<file path="src/rtl/sfq_pkg.sv">
package sfq_pkg;
  localparam int unsigned SEG_W   = 16;
  localparam int unsigned OFF_W   = 16;
  localparam int unsigned SHIFT   = 4;
  localparam int unsigned ADDR_W  = 20;
  localparam int unsigned WORD_W  = 16;
  localparam int unsigned BYTE_W  = 8;
  localparam int unsigned Q_DEPTH = 6;

  typedef logic [BYTE_W-1:0] byte_t;
endpackage

</file>
<file path="src/rtl/sfq_phys_addr.sv">
module sfq_phys_addr
  import sfq_pkg::*;
(
  input  logic [SEG_W-1:0]  seg_i,
  input  logic [OFF_W-1:0]  off_i,
  output logic [ADDR_W-1:0] phys_o
);
  // sum truncates to ADDR_W, so it wraps modulo 2^ADDR_W
  assign phys_o = ADDR_W'({seg_i, {SHIFT{1'b0}}}) + ADDR_W'(off_i);
endmodule

</file>
<file path="src/rtl/sfq_byte_queue.sv">
module sfq_byte_queue
  import sfq_pkg::*;
#(
  parameter int unsigned DEPTH = Q_DEPTH,
  localparam int unsigned PTR_W = $clog2(DEPTH),
  localparam int unsigned CNT_W = $clog2(DEPTH + 1)
) (
  input  logic             clk_i,
  input  logic             rst_ni,
  input  logic             flush_i,
  input  logic             push_i,
  input  logic             push_two_i,
  input  byte_t            push_lo_i,
  input  byte_t            push_hi_i,
  input  logic             pop_i,
  output byte_t            head_o,
  output logic             valid_o,
  output logic [CNT_W-1:0] count_o
);
  logic [PTR_W-1:0] rd_ptr_q, wr_ptr_q, wr_nxt;
  logic [CNT_W-1:0] count_q;
  logic [CNT_W-1:0] push_n;
  logic             do_pop;
  byte_t            mem_q [DEPTH];

  function automatic logic [PTR_W-1:0] inc_ptr(logic [PTR_W-1:0] p);
    return (p == PTR_W'(DEPTH - 1)) ? '0 : p + 1'b1;
  endfunction

  assign wr_nxt  = inc_ptr(wr_ptr_q);
  assign do_pop  = pop_i && (count_q != '0);
  assign push_n  = push_i ? (push_two_i ? CNT_W'(2) : CNT_W'(1)) : '0;
  assign head_o  = mem_q[rd_ptr_q];
  assign valid_o = (count_q != '0);
  assign count_o = count_q;

  for (genvar i = 0; i < DEPTH; i++) begin : g_slot
    always_ff @(posedge clk_i or negedge rst_ni) begin
      if (!rst_ni) begin
        mem_q[i] <= '0;
      end else if (push_i && !flush_i) begin
        if (wr_ptr_q == PTR_W'(i))                     mem_q[i] <= push_lo_i;
        else if (push_two_i && wr_nxt == PTR_W'(i))    mem_q[i] <= push_hi_i;
      end
    end
  end

  always_ff @(posedge clk_i or negedge rst_ni) begin
    if (!rst_ni) begin
      rd_ptr_q <= '0;
      wr_ptr_q <= '0;
      count_q  <= '0;
    end else if (flush_i) begin
      rd_ptr_q <= '0;
      wr_ptr_q <= '0;
      count_q  <= '0;
    end else begin
      if (do_pop) rd_ptr_q <= inc_ptr(rd_ptr_q);
      if (push_i) wr_ptr_q <= push_two_i ? inc_ptr(wr_nxt) : wr_nxt;
      count_q <= count_q + push_n - CNT_W'(do_pop);
    end
  end

  AST_NO_OVERFLOW: assert property (@(posedge clk_i) disable iff (!rst_ni)
    (push_i && !flush_i) |-> (32'(count_q) + 32'(push_n) <= 32'(DEPTH) + 32'(do_pop)));
endmodule

</file>
<file path="src/rtl/sfq_fetch_ctrl.sv">
module sfq_fetch_ctrl
  import sfq_pkg::*;
#(
  parameter int unsigned  DEPTH   = Q_DEPTH,
  parameter logic [15:0]  RST_SEG = 16'hFFFF,
  parameter logic [15:0]  RST_OFF = 16'h0000,
  localparam int unsigned CNT_W   = $clog2(DEPTH + 1)
) (
  input  logic              clk_i,
  input  logic              rst_ni,
  input  logic              redir_i,
  input  logic [SEG_W-1:0]  redir_seg_i,
  input  logic [OFF_W-1:0]  redir_off_i,
  input  logic [CNT_W-1:0]  q_count_i,
  input  logic              odd_i,
  input  logic              mem_ack_i,
  input  logic              mem_rvalid_i,
  input  logic [WORD_W-1:0] mem_rdata_i,
  output logic              mem_req_o,
  output logic [SEG_W-1:0]  fetch_seg_o,
  output logic [OFF_W-1:0]  fetch_off_o,
  output logic              push_o,
  output logic              push_two_o,
  output byte_t             push_lo_o,
  output byte_t             push_hi_o
);
  logic [SEG_W-1:0] seg_q;
  logic [OFF_W-1:0] off_q;
  logic busy_q, drop_q, odd_q;
  logic space_ok, fire;

  assign space_ok    = 32'(q_count_i) + 2 <= 32'(DEPTH);
  assign mem_req_o   = !busy_q && !drop_q && space_ok;
  assign fire        = mem_req_o && mem_ack_i;
  assign fetch_seg_o = seg_q;
  assign fetch_off_o = off_q;

  // odd fetch keeps only the upper byte lane
  assign push_o      = mem_rvalid_i && busy_q && !redir_i;
  assign push_two_o  = !odd_q;
  assign push_lo_o   = odd_q ? mem_rdata_i[15:8] : mem_rdata_i[7:0];
  assign push_hi_o   = mem_rdata_i[15:8];

  always_ff @(posedge clk_i or negedge rst_ni) begin
    if (!rst_ni) begin
      seg_q  <= RST_SEG;
      off_q  <= RST_OFF;
      busy_q <= 1'b0;
      drop_q <= 1'b0;
      odd_q  <= 1'b0;
    end else if (redir_i) begin
      seg_q  <= redir_seg_i;
      off_q  <= redir_off_i;
      busy_q <= 1'b0;
      drop_q <= ((busy_q || drop_q) && !mem_rvalid_i) || fire;
    end else begin
      if (fire) begin
        off_q  <= off_q + (odd_i ? OFF_W'(1) : OFF_W'(2));
        odd_q  <= odd_i;
        busy_q <= 1'b1;
      end
      if (mem_rvalid_i) begin
        busy_q <= 1'b0;
        drop_q <= 1'b0;
      end
    end
  end

  AST_ONE_OUTSTANDING: assert property (@(posedge clk_i) disable iff (!rst_ni)
    (fire && !redir_i) |=> !mem_req_o);
  AST_REQ_HOLD: assert property (@(posedge clk_i) disable iff (!rst_ni)
    (mem_req_o && !mem_ack_i && !redir_i) |=> (mem_req_o && $stable(off_q) && $stable(seg_q)));
  AST_RESUME: assert property (@(posedge clk_i) disable iff (!rst_ni)
    (redir_i && !busy_q && !drop_q && !fire) |=> mem_req_o);
  AST_DROP_WAIT: assert property (@(posedge clk_i) disable iff (!rst_ni)
    (redir_i && fire) |=> !mem_req_o);
endmodule

</file>
<file path="src/rtl/seg_prefetch_queue.sv">
module seg_prefetch_queue
  import sfq_pkg::*;
#(
  parameter int unsigned  DEPTH   = Q_DEPTH,
  parameter logic [15:0]  RST_SEG = 16'hFFFF,
  parameter logic [15:0]  RST_OFF = 16'h0000,
  localparam int unsigned CNT_W   = $clog2(DEPTH + 1)
) (
  input  logic              clk_i,
  input  logic              rst_ni,
  input  logic              redir_i,
  input  logic [SEG_W-1:0]  redir_seg_i,
  input  logic [OFF_W-1:0]  redir_off_i,
  output logic              mem_req_o,
  output logic [ADDR_W-1:0] mem_addr_o,
  input  logic              mem_ack_i,
  input  logic              mem_rvalid_i,
  input  logic [WORD_W-1:0] mem_rdata_i,
  output logic              out_valid_o,
  output logic [BYTE_W-1:0] out_byte_o,
  input  logic              out_ready_i
);
  logic [SEG_W-1:0]  fetch_seg;
  logic [OFF_W-1:0]  fetch_off;
  logic [ADDR_W-1:0] phys;
  logic [CNT_W-1:0]  q_count;
  logic              push, push_two;
  byte_t             push_lo, push_hi;

  sfq_phys_addr i_addr (
    .seg_i  (fetch_seg),
    .off_i  (fetch_off),
    .phys_o (phys)
  );

  sfq_fetch_ctrl #(.DEPTH(DEPTH), .RST_SEG(RST_SEG), .RST_OFF(RST_OFF)) i_ctrl (
    .clk_i        (clk_i),
    .rst_ni       (rst_ni),
    .redir_i      (redir_i),
    .redir_seg_i  (redir_seg_i),
    .redir_off_i  (redir_off_i),
    .q_count_i    (q_count),
    .odd_i        (phys[0]),
    .mem_ack_i    (mem_ack_i),
    .mem_rvalid_i (mem_rvalid_i),
    .mem_rdata_i  (mem_rdata_i),
    .mem_req_o    (mem_req_o),
    .fetch_seg_o  (fetch_seg),
    .fetch_off_o  (fetch_off),
    .push_o       (push),
    .push_two_o   (push_two),
    .push_lo_o    (push_lo),
    .push_hi_o    (push_hi)
  );

  sfq_byte_queue #(.DEPTH(DEPTH)) i_queue (
    .clk_i      (clk_i),
    .rst_ni     (rst_ni),
    .flush_i    (redir_i),
    .push_i     (push),
    .push_two_i (push_two),
    .push_lo_i  (push_lo),
    .push_hi_i  (push_hi),
    .pop_i      (out_ready_i),
    .head_o     (out_byte_o),
    .valid_o    (out_valid_o),
    .count_o    (q_count)
  );

  assign mem_addr_o = {phys[ADDR_W-1:1], 1'b0};

  AST_FLUSH_EMPTY: assert property (@(posedge clk_i) disable iff (!rst_ni)
    redir_i |=> !out_valid_o);
  AST_HOLD_BYTE: assert property (@(posedge clk_i) disable iff (!rst_ni)
    (out_valid_o && !out_ready_i && !redir_i) |=> (out_valid_o && $stable(out_byte_o)));
  AST_FULL_NO_REQ: assert property (@(posedge clk_i) disable iff (!rst_ni)
    (32'(q_count) == 32'(DEPTH)) |-> !mem_req_o);
endmodule

</file>
<file path="config.mk">
export PLATFORM = sky130hd
export DESIGN_NAME = seg_prefetch_queue
export DESIGN_NICKNAME = d
export VERILOG_FILES = /design/src/rtl/sfq_pkg.sv /design/src/rtl/sfq_phys_addr.sv /design/src/rtl/sfq_byte_queue.sv /design/src/rtl/sfq_fetch_ctrl.sv /design/src/rtl/seg_prefetch_queue.sv
export SDC_FILE = /design/constraint.sdc
export NUM_CORES = 1
export LEC_CHECK = 0
export ABC_AREA = 0
export ABC_CLOCK_PERIOD_IN_PS = 5100
export BUFFER_PORTS_ARGS = -buffer_cell sky130_fd_sc_hd__buf_2
export CORE_ASPECT_RATIO = 0.8
export CORE_MARGIN = 1.5
export CORE_UTILIZATION = 48
export DETAILED_ROUTE_END_ITERATION = 7
export GPL_TIMING_DRIVEN = 0
export PLACE_DENSITY_LB_ADDON = 0.15
export SYNTH_ARGS = -nofsm -noshare
export SYNTH_HDL_FRONTEND = slang
export SYNTH_SLANG_ARGS = --single-unit
</file>
<file path="constraint.sdc">
create_clock -name clk_i -period 5.1 [get_ports clk_i]
set_input_delay 1.02 -clock clk_i [delete_from_list [all_inputs] [get_ports clk_i]]
set_output_delay 1.02 -clock clk_i [all_outputs]
set_load 0.01 [all_outputs]
</file>
# Yosys cells after proc, flatten, opt, wreduce, memory -nomap -nowiden
# Cells that the tools add are included.
# Widths: inputs -> output; s select.
# op_classes
n_eq_ne	11
reduce_logical	42
addsub	8
n_mux	35
bitwise_logic	2
order_cmp	2
# ops
op	count
$mux 8	15
$le 32x3->1 const B	1
$mux 16	2
$mux 3	10
$bmux 8 s3	1
$add 20x16->20	1
$reduce_bool 2->1	10
$add 16x16->16	1
$eq 3x3->1 const B	5
$logic_and 1x1->1	14
$reduce_and 2->1	7
$eq 3x2->1 const B	4
$add 3x1->3 const B	3
$eq 3x1->1 const B	2
$logic_not 3->1	2
$reduce_bool 3->1	2
$logic_not 1->1	5
$mux 1	5
$add 3x2->4 const B	1
$ge 4x4->1 const B	1
$mux 2	2
$not 3->4	1
$add 3x3->3	1
$sub 3x1->3	1
other kinds (2)	3
# word_totals
output_inout_bits	30
ff_bits	92

# Longest topological paths before layout
# Gate-level depths: netlist (run 1).
# depth
word_depth	7
mapped_depth	11
depth_no_buf	9

# By module
# From an unflattened synthesis (run 1), not the netlist that was laid out.
# hier_totals
cells_unflattened	557
area_unflattened_um2	6216.0
# modules_own_cells
module	n_inst	cells_each	area_per_inst_um2	seq_area_each_um2
sfq_byte_queue	1	273	3475.8	1426.4
sfq_fetch_ctrl	1	174	1908.1	895.9
sfq_phys_addr	1	108	820.8	0.0
seg_prefetch_queue	1	2	11.3	0.0

# Least setup slack after synthesis (run 1)
# OpenSTA, ideal clock, no wires.
# synth_timing
kind	flip-flop to output port
startpoint	register i_ctrl.off_q[4] (netlist: i_ctrl.fetch_off_o[4])
endpoint	output mem_addr_o[12]
slack_ps	2036
required_time_ps	4080
path_stages_with_launch	8
t_arrival_ps	2044
path_cell_list	dfrtp_1 -> ha_1 -> fa_1 -> a21o_1 -> a221o_1 -> a21o_1 -> a21oi_1 -> xnor2_1
# synth_between
elab_chain_len	1
# synth_rtl
element	line_no	rtl
start: declaration	sfq_fetch_ctrl.sv:28	logic [OFF_W-1:0] off_q;
start signal: assignment	sfq_fetch_ctrl.sv:53	off_q <= redir_off_i;
start signal: assignment	sfq_fetch_ctrl.sv:58	off_q <= off_q + (odd_i ? OFF_W'(1) : OFF_W'(2));
$add 20x16->20	sfq_phys_addr.sv:9	assign phys_o = ADDR_W'({seg_i, {SHIFT{1'b0}}}) + ADDR_W'(off_i);
end: declaration	seg_prefetch_queue.sv:15	output logic [ADDR_W-1:0] mem_addr_o,
# Every way passes these cells.

# Worst setup path in the final report (run 1)
# layout_timing
startpoint	register i_ctrl.seg_q[1] (netlist: i_ctrl.fetch_seg_o[1])
endpoint	output mem_addr_o[13]
# layout_between
elab_chain_len	1
# layout_rtl
element	line_no	rtl
start: declaration	sfq_fetch_ctrl.sv:27	logic [SEG_W-1:0] seg_q;
start signal: assignment	sfq_fetch_ctrl.sv:52	seg_q <= redir_seg_i;
$add 20x16->20	sfq_phys_addr.sv:9	
# Every way passes these cells.

==> results of run 1 <==
## sequential cells by signal, indices dropped and copies added, names as in the netlist, 3 cells and up
signal	cells
i_queue.mem_q	48
i_ctrl.fetch_off_o	16
i_ctrl.fetch_seg_o	16
i_queue.count_o	3
i_queue.rd_ptr_q	3
i_queue.wr_ptr_q	3
## worst min-delay path, cell delays in order, from the launching register on
cell	delay (ns)
dfrtp_1	0.34
nand2_1	0.05
o21ai_0	0.06
## area by class of cell
type | instances | area share (%)
clock inverters | 7 | 1.14
multi-input cells | 422 | 46.9
clock buffers | 9 | 3.41
repair buffers | 82 | 6.59
well taps | 148 | 2.80
inverters | 27 | 1.53
flip-flops and latches | 92 | 35.2
plain buffers | 31 | 2.44
## placed cells by master (no fill, tap or decap), types with 3 or more instances in the layout
| master | count |
|---|---|
| clkinvlp_4 | 3 |
| dfrtp_1 | 76 |
| buf_2 | 86 |
| nand3_1 | 7 |
| mux2i_1 | 58 |
| nor3_1 | 7 |
| a21o_1 | 6 |
| ha_1 | 21 |
| xnor2_1 | 26 |
| and3_1 | 3 |
| nor2_1 | 31 |
| nor2b_1 | 3 |
| a21oi_1 | 25 |
| xor2_1 | 6 |
| buf_4 | 7 |
| mux4_2 | 8 |
| nand2_1 | 81 |
| dfstp_2 | 16 |
| o21ai_1 | 11 |
| o22ai_1 | 8 |
| nor4_4 | 5 |
| clkbuf_16 | 9 |
| nor3_2 | 6 |
| clkbuf_1 | 16 |
| o21ai_0 | 53 |
| o211ai_1 | 4 |
| mux2_2 | 16 |
| inv_1 | 25 |
## cells by family after synthesis
family | after synthesis
simple gates | 161
mux | 82
fa+ha+maj | 23
compound gates | 123
xor+xnor | 32
flops | 92
buf+inv | 58
other cells | 1
## power by group
part / total [mW] / switching (mW) / internal, mW
Combinational: 0.977 / 0.530 / 0.447
Sequential: 0.936 / 0.0827 / 0.853
Clock: 0.677 / 0.295 / 0.381
## worst max path at each step
| stage | slack [ns] | endpoint | cells past startpoint | startpoint |
|---|---|---|---|---|
| 2_1_floorplan | 2.04 | mem_addr_o[12] | 7 | i_ctrl.fetch_off_o[4] |
| 3_3_place_gp | 1.78 | mem_addr_o[12] | 8 | i_ctrl.fetch_off_o[4] |
| 3_5_place_dp | 1.75 | mem_addr_o[13] | 7 | i_ctrl.fetch_seg_o[1] |
| 4_1_cts | 1.37 | mem_addr_o[12] | 8 | i_ctrl.fetch_off_o[4] |
| 5_1_grt | 1.16 | mem_addr_o[13] | 7 | i_ctrl.fetch_seg_o[1] |
| 6_report | 1.35 | mem_addr_o[13] | 7 | i_ctrl.fetch_seg_o[1] |
## stage by stage
stage | total power, mW | std cells | setup WS (ns) | util [%]
CTS | 2.60 | 818 | 1.37 | 57.3
global placement | 1.89 | 801 | 1.78 | 54.5
floorplan | 1.61 | 572 | 2.04 | -
detailed placement | 1.92 | 802 | 1.75 | 54.7
global route | 2.75 | 818 | 1.16 | 57.3
finish | 2.59 | 818 | 1.35 | 57.3
## routing by layer
| layer | track usage, % | vias up | part of all wire [%] |
|---|---|---|---|
| met4 | 5.48 | 0 | 1.1 |
| li1 | - | 2198 | - |
| met5 | 0 | - | 0 |
| met1 | 34.9 | 2245 | 50 |
| met3 | 6.40 | 14 | 5.5 |
| met2 | 34.3 | 122 | 43 |
==> impl_metrics.toml, run 1 <==
[status]
status = "completed"

[finish]
final_net_count = 742
finalInstanceArea_sq_um = 6600
fillers = 1044
drive_gt1_share_pct = 25.8
multi_input_area_sq_um = 3100
regArea_sq_um = 2320
antenna_cells = 0
syn_to_final_growth_pct = 16.2

[clock_tree]
cts_setup_buffers = 0
cts_resized = 0
ctsHoldBuffers = 0
clock_path_buffers = 2
clk_pin_slew_ns = 0.07
cts_tree = "done"
cts.sinks = 92
clock_tree.root_cell = "clkbuf_16"
clk_latency_ns = 0.35
cts_buffers = 9
htreeDepth = 3

[logic_synthesis]
synth.ff_latch_count = 92
synth-adder-area-share_pct = 5.33
syn_inst = 572
synth_warnings = 0
yosysMostFrequentCell = "nand2_1"
synth-xor-area-share_pct = 4.93
synth_top_family_by_area = "multiplexers"
synth_fp_nets = 649
synth_area_leaders = "dfrtp_1 33%, mux2i_1 10%, dfstp_2 7.4%"
yosysUniqueCellTypes = 58
syn_avg_cell_area_sq_um = 9.94
async_reset_ff_share_pct = 100
ys_seq_area_share_pct = 40.9
synth-compound-area-share_pct = 12.6
yosysTopAreaCellShare_pct = 33.5
synth_area_sq_um = 5680
synth-edff-count = 0
yosys_most_used_dff = "dfrtp_1"
yosys-top-cells-count = "81 x nand2_1, 76 x dfrtp_1, 58 x mux2i_1"
synth_area_leader_cell = "dfrtp_1"
synthMuxAreaShare_pct = 16.6
yosys.area_share.simple_pct = 15.0

[place]
place_congestion = 0.847
port_buffers = 81
place_hpwl_um = 10400
dpl_cell_area_sq_um = 6300

[grt]
grt_pass1_vias = 4447
track_usage_pct = 23.5
antenna_found_initial = 0
globalRouteOverflowTotal = 0
grt_pass1_wl_um = 23000
grt_max_degree = 61

[worst_hold_path]
min_from = "i_queue.mem_q[21]"
min_to = "i_queue.mem_q[21]"
min_path_cells = 2
hp-class = "reg2reg"

[timing]
drv_slew = 0
maxSlewHeadroom_pct = 43.2
fin_crit_sh_pct = 73.6
skew_ns = 0.0113
worst_hold_slack_ns = 0.484
hold_viol_final = 0
finalCriticalPeriod_ns = 3.75
fin_setup_tns_ns = 0
worstMarginPinSlew_ns = 0.845
maxClockFrequency_mhz = 267
rsz0062_at_grt = "false"
setup_viol = 0

[floorplanning]
rows = 35
pin_count = 84
initial_utilization_pct = 49.3
die_w_um = 125
die_h_um = 100
dieArea_sq_um = 12500
core_area_sq_um = 11500

[detailed_routing]
viasPerCell = 5.60
post-route-drc-count = 0
ant_nets = 0
first_pass_iters = 5
dr.first_iter.drc_count = 233
wire_per_inst_um = 17.2
finalWirelength_um = 14100
vias = 4579

[run]
maxCapViolations = 0

[critical_path]
cp_max_fo = 4
slowest_delay_ns = 0.56
cp.buffers_inverters = 1
r2r-end = "i_queue.mem_q[23]"
criticalPathCategory = "reg2out"
path_cells = "ha_1 > a21oi_1 > nor2_1 > nor3_1 > o21ai_0 > a211oi_1 > buf_2"
crit_path_end_kind = "primary output"
crit_family = "compound AO/OA/AOI/OAI gates"
cp.required_ns = 4.08
r2r_setup_slack_ns = 2.44
slowest_stage = "dfstp_2"
reg2reg_depth = 10
start_kind = "flop"
timing.rr.start = "i_queue.wr_ptr_q[1]"
arrival_ns = 2.73

[power_and_ir_drop]
vdd_ir_drop_max_v = 0.000218
leakage_nw = 2.94
power_density_nw_per_um2 = 392
(Power assumes the default switching activity.)
==> run 2: changes to the inputs <==
- ABC_AREA: 0 -> 1
- ABC_CLOCK_PERIOD_IN_PS: 5100 -> 3400
- clock period: 5.1 -> 3.4 ns (I/O delays scaled with it)
==> run 2 against run 1 <==
Against the previous run: register-to-register slack got worse by 1.3 ns; critical path depth rose by 4; total power up 83%; design area increased by 8.6%; largest power group unchanged.
==> impl_metrics.toml, run 2 <==
[finish]
drive_gt1_share_pct = 17.6
finalInstanceArea_sq_um = 7170
antenna_cells = 0
final_cells = 1148
final_common_cell = "nand2_1"
layout_common_cells = "297 x nand2_1, 89 x buf_2, 86 x inv_1, 76 x dfrtp_1, 71 x o21ai_0"
final_net_count = 1049
largest_reg_flops = 48
syn_to_final_growth_pct = 15.3
regMostFlops = "i_queue.mem_q"

[clock_tree]
cts_resized = 0
clk_latency_ns = 0.35
clock_path_buffers = 2
cts_setup_buffers = 0
clock_tree.root_cell = "clkbuf_16"
ctsHoldBuffers = 0
htreeDepth = 3
cts_buffers = 9
clk_pin_slew_ns = 0.07
cts.sinks = 92
cts_tree = "done"

[power_and_ir_drop]
total_power_mw = 4.74
leakage_nw = 3.71
p_comb_share_pct = 45.2
pwr-share-seq_pct = 32.7
p_switching_mw = 2.01
p_clk_share_pct = 22.1
power_density_nw_per_um2 = 661
intPower_mw = 2.73
p_sw_share_pct = 42.4
vdd_ir_drop_max_v = 0.000405

[timing]
finalCriticalPeriod_ns = 2.96
setup_viol = 0
drv_slew = 0
hold_viol_final = 0
maxSlewHeadroom_pct = 51.1
maxClockFrequency_mhz = 338
skew_ns = 0.00478
worstMarginPinSlew_ns = 0.734
fin_setup_tns_ns = 0
rsz0062_at_grt = "false"
fin_crit_sh_pct = 87.1

[detailed_routing]
dr.first_iter.drc_count = 514
post-route-drc-count = 0
wire_per_inst_um = 14.4
first_pass_iters = 5
finalWirelength_um = 16500
vias = 5845
viasPerCell = 5.09
ant_nets = 0

[floorplanning]
die_h_um = 105
die_w_um = 130
pin_count = 84
initial_utilization_pct = 50.2
core_area_sq_um = 12400
rows = 36
dieArea_sq_um = 13700

[place]
port_buffers = 81
dpl_cell_area_sq_um = 6860
place_congestion = 0.883
dp.cells = 1132
place_hpwl_um = 12600

[logic_synthesis]
synth_top_family_by_area = "simple AND/OR/NAND/NOR gates"
synth-xor-area-share_pct = 2.25
yosysUniqueCellTypes = 46
synth.ff_latch_count = 92
async_reset_ff_share_pct = 100
yosys-top-cells-count = "297 x nand2_1, 86 x inv_1, 76 x dfrtp_1"
yosysMostFrequentCell = "nand2_1"
synth_area_sq_um = 6220
yosys_most_used_dff = "dfrtp_1"
synth-adder-area-share_pct = 4.87
synth_warnings = 0
yosys.area_share.simple_pct = 29.8
syn_avg_cell_area_sq_um = 7.07
yosysTopAreaCellShare_pct = 30.6
syn_inst = 879
synthMuxAreaShare_pct = 0
synth_fp_nets = 956
synth_area_leader_cell = "dfrtp_1"
synth_area_leaders = "dfrtp_1 31%, nand2_1 18%, dfstp_2 6.8%"
ys_seq_area_share_pct = 37.3
synth-edff-count = 0
synth-compound-area-share_pct = 16.8

[grt]
grt_pass1_vias = 5390
globalRouteOverflowTotal = 0
track_usage_pct = 26.1
grt_max_degree = 58
grt_pass1_wl_um = 27500
antenna_found_initial = 0

[critical_path]
arrival_ns = 2.28
crit_family = "adder cells"
criticalPathCategory = "reg2out"
cp.required_ns = 2.72
slowest_stage = "dfrtp_1"
cpMostUsedCell = "nand2_1"
crit_path_end_kind = "primary output"
cp_max_fo = 5
path_cells = "ha_1 > fa_1 > nand2_1 > nand2_1 > nand2_1 > o21bai_1 > nand2_1 > nand2_1 > nand2_1 > nand2_1 > buf_2"
slowest_delay_ns = 0.46
r2r_setup_slack_ns = 1.19
start_kind = "flop"
cp.buffers_inverters = 1

[worst_hold_path]
hp-class = "in2async"

[run]
maxCapViolations = 0

[status]
status = "completed"
## run 2: cell types whose count changed after synthesis, moves of 9 or more
| cell | change |
|---|---|
| mux2_2 | -16 |
| nor2_1 | +36 |
| nand2_1 | +216 |
| inv_1 | +61 |
| o21ai_0 | +18 |
| a21oi_1 | +24 |
| nand3_1 | +43 |
| xnor2_1 | -19 |
| clkbuf_1 | -9 |
| mux2i_1 | -58 |
## run 2: cell families (layout without fill, tap and decap cells)
group	Yosys count	count (layout)
AND/OR/NAND/NOR	442	442
AO/OA/AOI/OAI	177	177
buffers and inverters	128	226
flip-flops	92	92
adder cells (fa/ha/maj)	23	23
XOR/XNOR	16	16
other	1	1
## run 2: layout make-up
class | instances | area (sq um)
inverter | 95 | 359
clock inverter | 5 | 57.6
clock buffer | 11 | 253
tap | 171 | 214
timing repair buffer | 82 | 428
buffer | 33 | 191
multi-input combinational | 659 | 3350
sequential | 92 | 2320
fill | 1238 | 5220
## run 2: power groups by stage
stage	sequential [mW]	clock [mW]	combinational, mW
5_1_grt	1.58	1.12	2.42
6_report	1.55	1.05	2.14
2_1_floorplan	1.49	0	1.45
3_5_place_dp	1.56	0	2.12
3_3_place_gp	1.55	0	2.10
4_1_cts	1.54	1.08	2.13
## run 2: layer usage
layer	part of all wire [%]	routed length (um)	track usage, %
met1	51	8490	41.5
met2	40	6600	34.8
met5	0	0	0
met4	1.2	192	6.27
met3	7.5	1230	6.40
## run 2: metrics by stage
step / setup WS, ns / hold WS [ns] / utilization [%]
final: 0.437 / 0.379 / 57.9
after CTS: 0.449 / 0.411 / 57.9
after floorplan: 1.13 / 0.384 / -
after global placement: 0.709 / 0.457 / 55.2
after detailed placement: 0.839 / 0.456 / 55.4
after global routing: 0.281 / 0.450 / 57.9
## run 2: worst paths after layout
path / cells after the start / endpoint / from
setup / recovery: 11 / mem_addr_o[18] / i_ctrl.fetch_off_o[4]
hold / removal: 1 / i_queue.mem_q[29] / rst_ni
hold reg to reg: 2 / i_ctrl.fetch_seg_o[8] / i_ctrl.fetch_seg_o[8]
setup reg to reg: 10 / i_queue.mem_q[22] / i_queue.wr_ptr_q[2]
min in group clk_i: 2 / i_ctrl.fetch_seg_o[8] / i_ctrl.fetch_seg_o[8]
max in group asynchronous: 2 / i_ctrl.fetch_off_o[11] / rst_ni
==> run 3: changes to the inputs <==
- CELL_PAD_IN_SITES_DETAIL_PLACEMENT: not set -> 0
- CELL_PAD_IN_SITES_GLOBAL_PLACEMENT: not set -> 1
- CORE_UTILIZATION: 48 -> 38
==> run 3 against run 2 <==
Against the previous run: die area is 26% higher; maximum frequency is 1.5% lower; non-clock buffer count stayed put; first-iteration DRC count down 14%; combinational power grew 3%; sequential cell count unchanged; design area up 0.35%; highest routed layer unchanged.
==> impl_metrics.toml, run 3 (synthesis results as in run 2) <==
[finish]
final_common_cell = "nand2_1"
layout_common_cells = "297 x nand2_1, 89 x buf_2, 86 x inv_1, 76 x dfrtp_1, 71 x o21ai_0"
regMostFlops = "i_queue.mem_q"
syn_to_final_growth_pct = 15.7
drive_gt1_share_pct = 17.4
antenna_cells = 0
final_net_count = 1049
largest_reg_flops = 48

[floorplanning]
pin_count = 84
die_h_um = 117
dieArea_sq_um = 17100
initial_utilization_pct = 39.1
rows = 41
core_area_sq_um = 15900
die_w_um = 146

[place]
place_hpwl_um = 14100
place_congestion = 0.853
place_ws_ns = 0.758
port_buffers = 81

[detailed_routing]
dr.first_iter.drc_count = 444
vias = 5840
met3_wirelength_um = 971
wl_met2_um = 7660
met1_length_um = 9730
post-route-drc-count = 0
top_layer = "met4"
ant_nets = 0
wire_per_inst_um = 15.6
finalWirelength_um = 18500
viasPerCell = 4.90
first_pass_iters = 5

[clock_tree]
clock_path_buffers = 2
ctsHoldBuffers = 0
cts_buffers = 9
clock_tree.root_cell = "clkbuf_16"
cts_resized = 0
htreeDepth = 3
cts_setup_buffers = 0
clk_pin_slew_ns = 0.07
clk_latency_ns = 0.36
cts_tree = "done"
cts.sinks = 92

[timing]
skew_ns = 0.00989
fin_crit_sh_pct = 88.5
worst_hold_slack_ns = 0.313
maxClockFrequency_mhz = 332
setup_viol = 0
rsz0062_at_grt = "false"
drv_slew = 0
worst_slack_ns = 0.391
fin_setup_tns_ns = 0
finalCriticalPeriod_ns = 3.01
maxSlewHeadroom_pct = 60.4
worstMarginPinSlew_ns = 0.593
hold_viol_final = 0

[power_and_ir_drop]
pwr-share-seq_pct = 32.7
p_comb_share_pct = 46.8
p_sw_share_pct = 44.0
p_switching_mw = 2.07
leakage_nw = 3.69
power_density_nw_per_um2 = 654
p_clk_share_pct = 20.4
intPower_mw = 2.63
vdd_ir_drop_max_v = 0.000302

[grt]
track_usage_pct = 22.4
grt_pass1_wl_um = 29800
grt_max_degree = 54
grt_pass1_vias = 5497
globalRouteOverflowTotal = 0
antenna_found_initial = 0

[critical_path]
cpMostUsedCell = "nand2_1"
crit_family = "simple AND/OR/NAND/NOR gates"
reg2reg_depth = 10
cp.required_ns = 2.72
r2r-end = "i_queue.mem_q[19]"
cp_max_fo = 3
criticalPathCategory = "reg2out"
cp.buffers_inverters = 1
slowest_stage = "dfstp_2"
path_cells = "ha_1 > fa_1 > nand2_1 > nand2_1 > nand2_1 > o21bai_1 > nand2_1 > nand2_1 > nand2_1 > nand2_1 > buf_2"
crit_path_end_kind = "primary output"
timing.rr.start = "i_queue.wr_ptr_q[2]"
slowest_delay_ns = 0.54
r2r_setup_slack_ns = 1.15
start_kind = "flop"
arrival_ns = 2.33

[run]
maxCapViolations = 0

[worst_hold_path]
hp-class = "in2async"

[status]
status = "completed"
[run 3: changes by cell type in the layout (fill, tap and decap cells not counted), sizes merged]
cell and change:
clkinvlp +1, inv -1, clkbuf +1, bufinv -1
[run 3: stage by stage]
step	utilization [%]	total power, mW	cells	cell area, sq um
after floorplan	-	2.95	879	6220
after global placement	43.3	3.73	1175	6890
after detailed placement	43.5	3.74	1176	6920
after CTS	45.2	4.71	1192	7200
after global routing	45.2	5.06	1192	7200
final	45.2	4.71	1192	7200
[run 3: worst reg2reg max path: stages, from the launching register on]
cell and delay (ns):
dfrtp_1 0.60, inv_4 0.12, ha_1 0.35, inv_1 0.14
nand2_2 0.08, ha_1 0.19, a21oi_1 0.14, or2_1 0.14
inv_2 0.08, buf_4 0.17, o21ai_0 0.16
[run 3: final cells by class]
| cell class | instances | area (sq um) |
|---|---|---|
| Fill cell | 1707 | 8710 |
| Multi-Input combinational cell | 659 | 3350 |
| Sequential cell | 92 | 2320 |
| Timing Repair Buffer | 82 | 435 |
| Inverter | 95 | 359 |
| Tap cell | 215 | 269 |
| Clock buffer | 12 | 246 |
| Buffer | 33 | 191 |
| Clock inverter | 4 | 26.3 |
[run 3: layer usage]
metal,track usage (%),up-vias
met5,0,-
met4,4.73,0
met3,4.28,14
met2,31.8,140
met1,34.8,2677
li1,-,3009
[run 3: worst max path at each step]
stage	startpoint	to	slack (ns)	cells after the start
global placement	rst_ni	i_queue.mem_q[41]	0.62	1
floorplan	i_ctrl.fetch_off_o[4]	mem_addr_o[12]	1.13	7
detailed placement	i_ctrl.fetch_seg_o[0]	mem_addr_o[18]	0.76	11
finish	i_ctrl.fetch_seg_o[0]	mem_addr_o[14]	0.39	11
CTS	i_ctrl.fetch_seg_o[0]	mem_addr_o[14]	0.36	11
global route	i_ctrl.fetch_seg_o[0]	mem_addr_o[18]	0.19	11
[run 3: power by group through the flow]
stage | clock network (mW) | registers (mW) | logic (mW)
floorplan | 0 | 1.49 | 1.45
detailed placement | 0 | 1.56 | 2.18
finish | 0.961 | 1.54 | 2.20
global route | 1.02 | 1.57 | 2.47
CTS | 0.984 | 1.54 | 2.19
global placement | 0 | 1.55 | 2.18
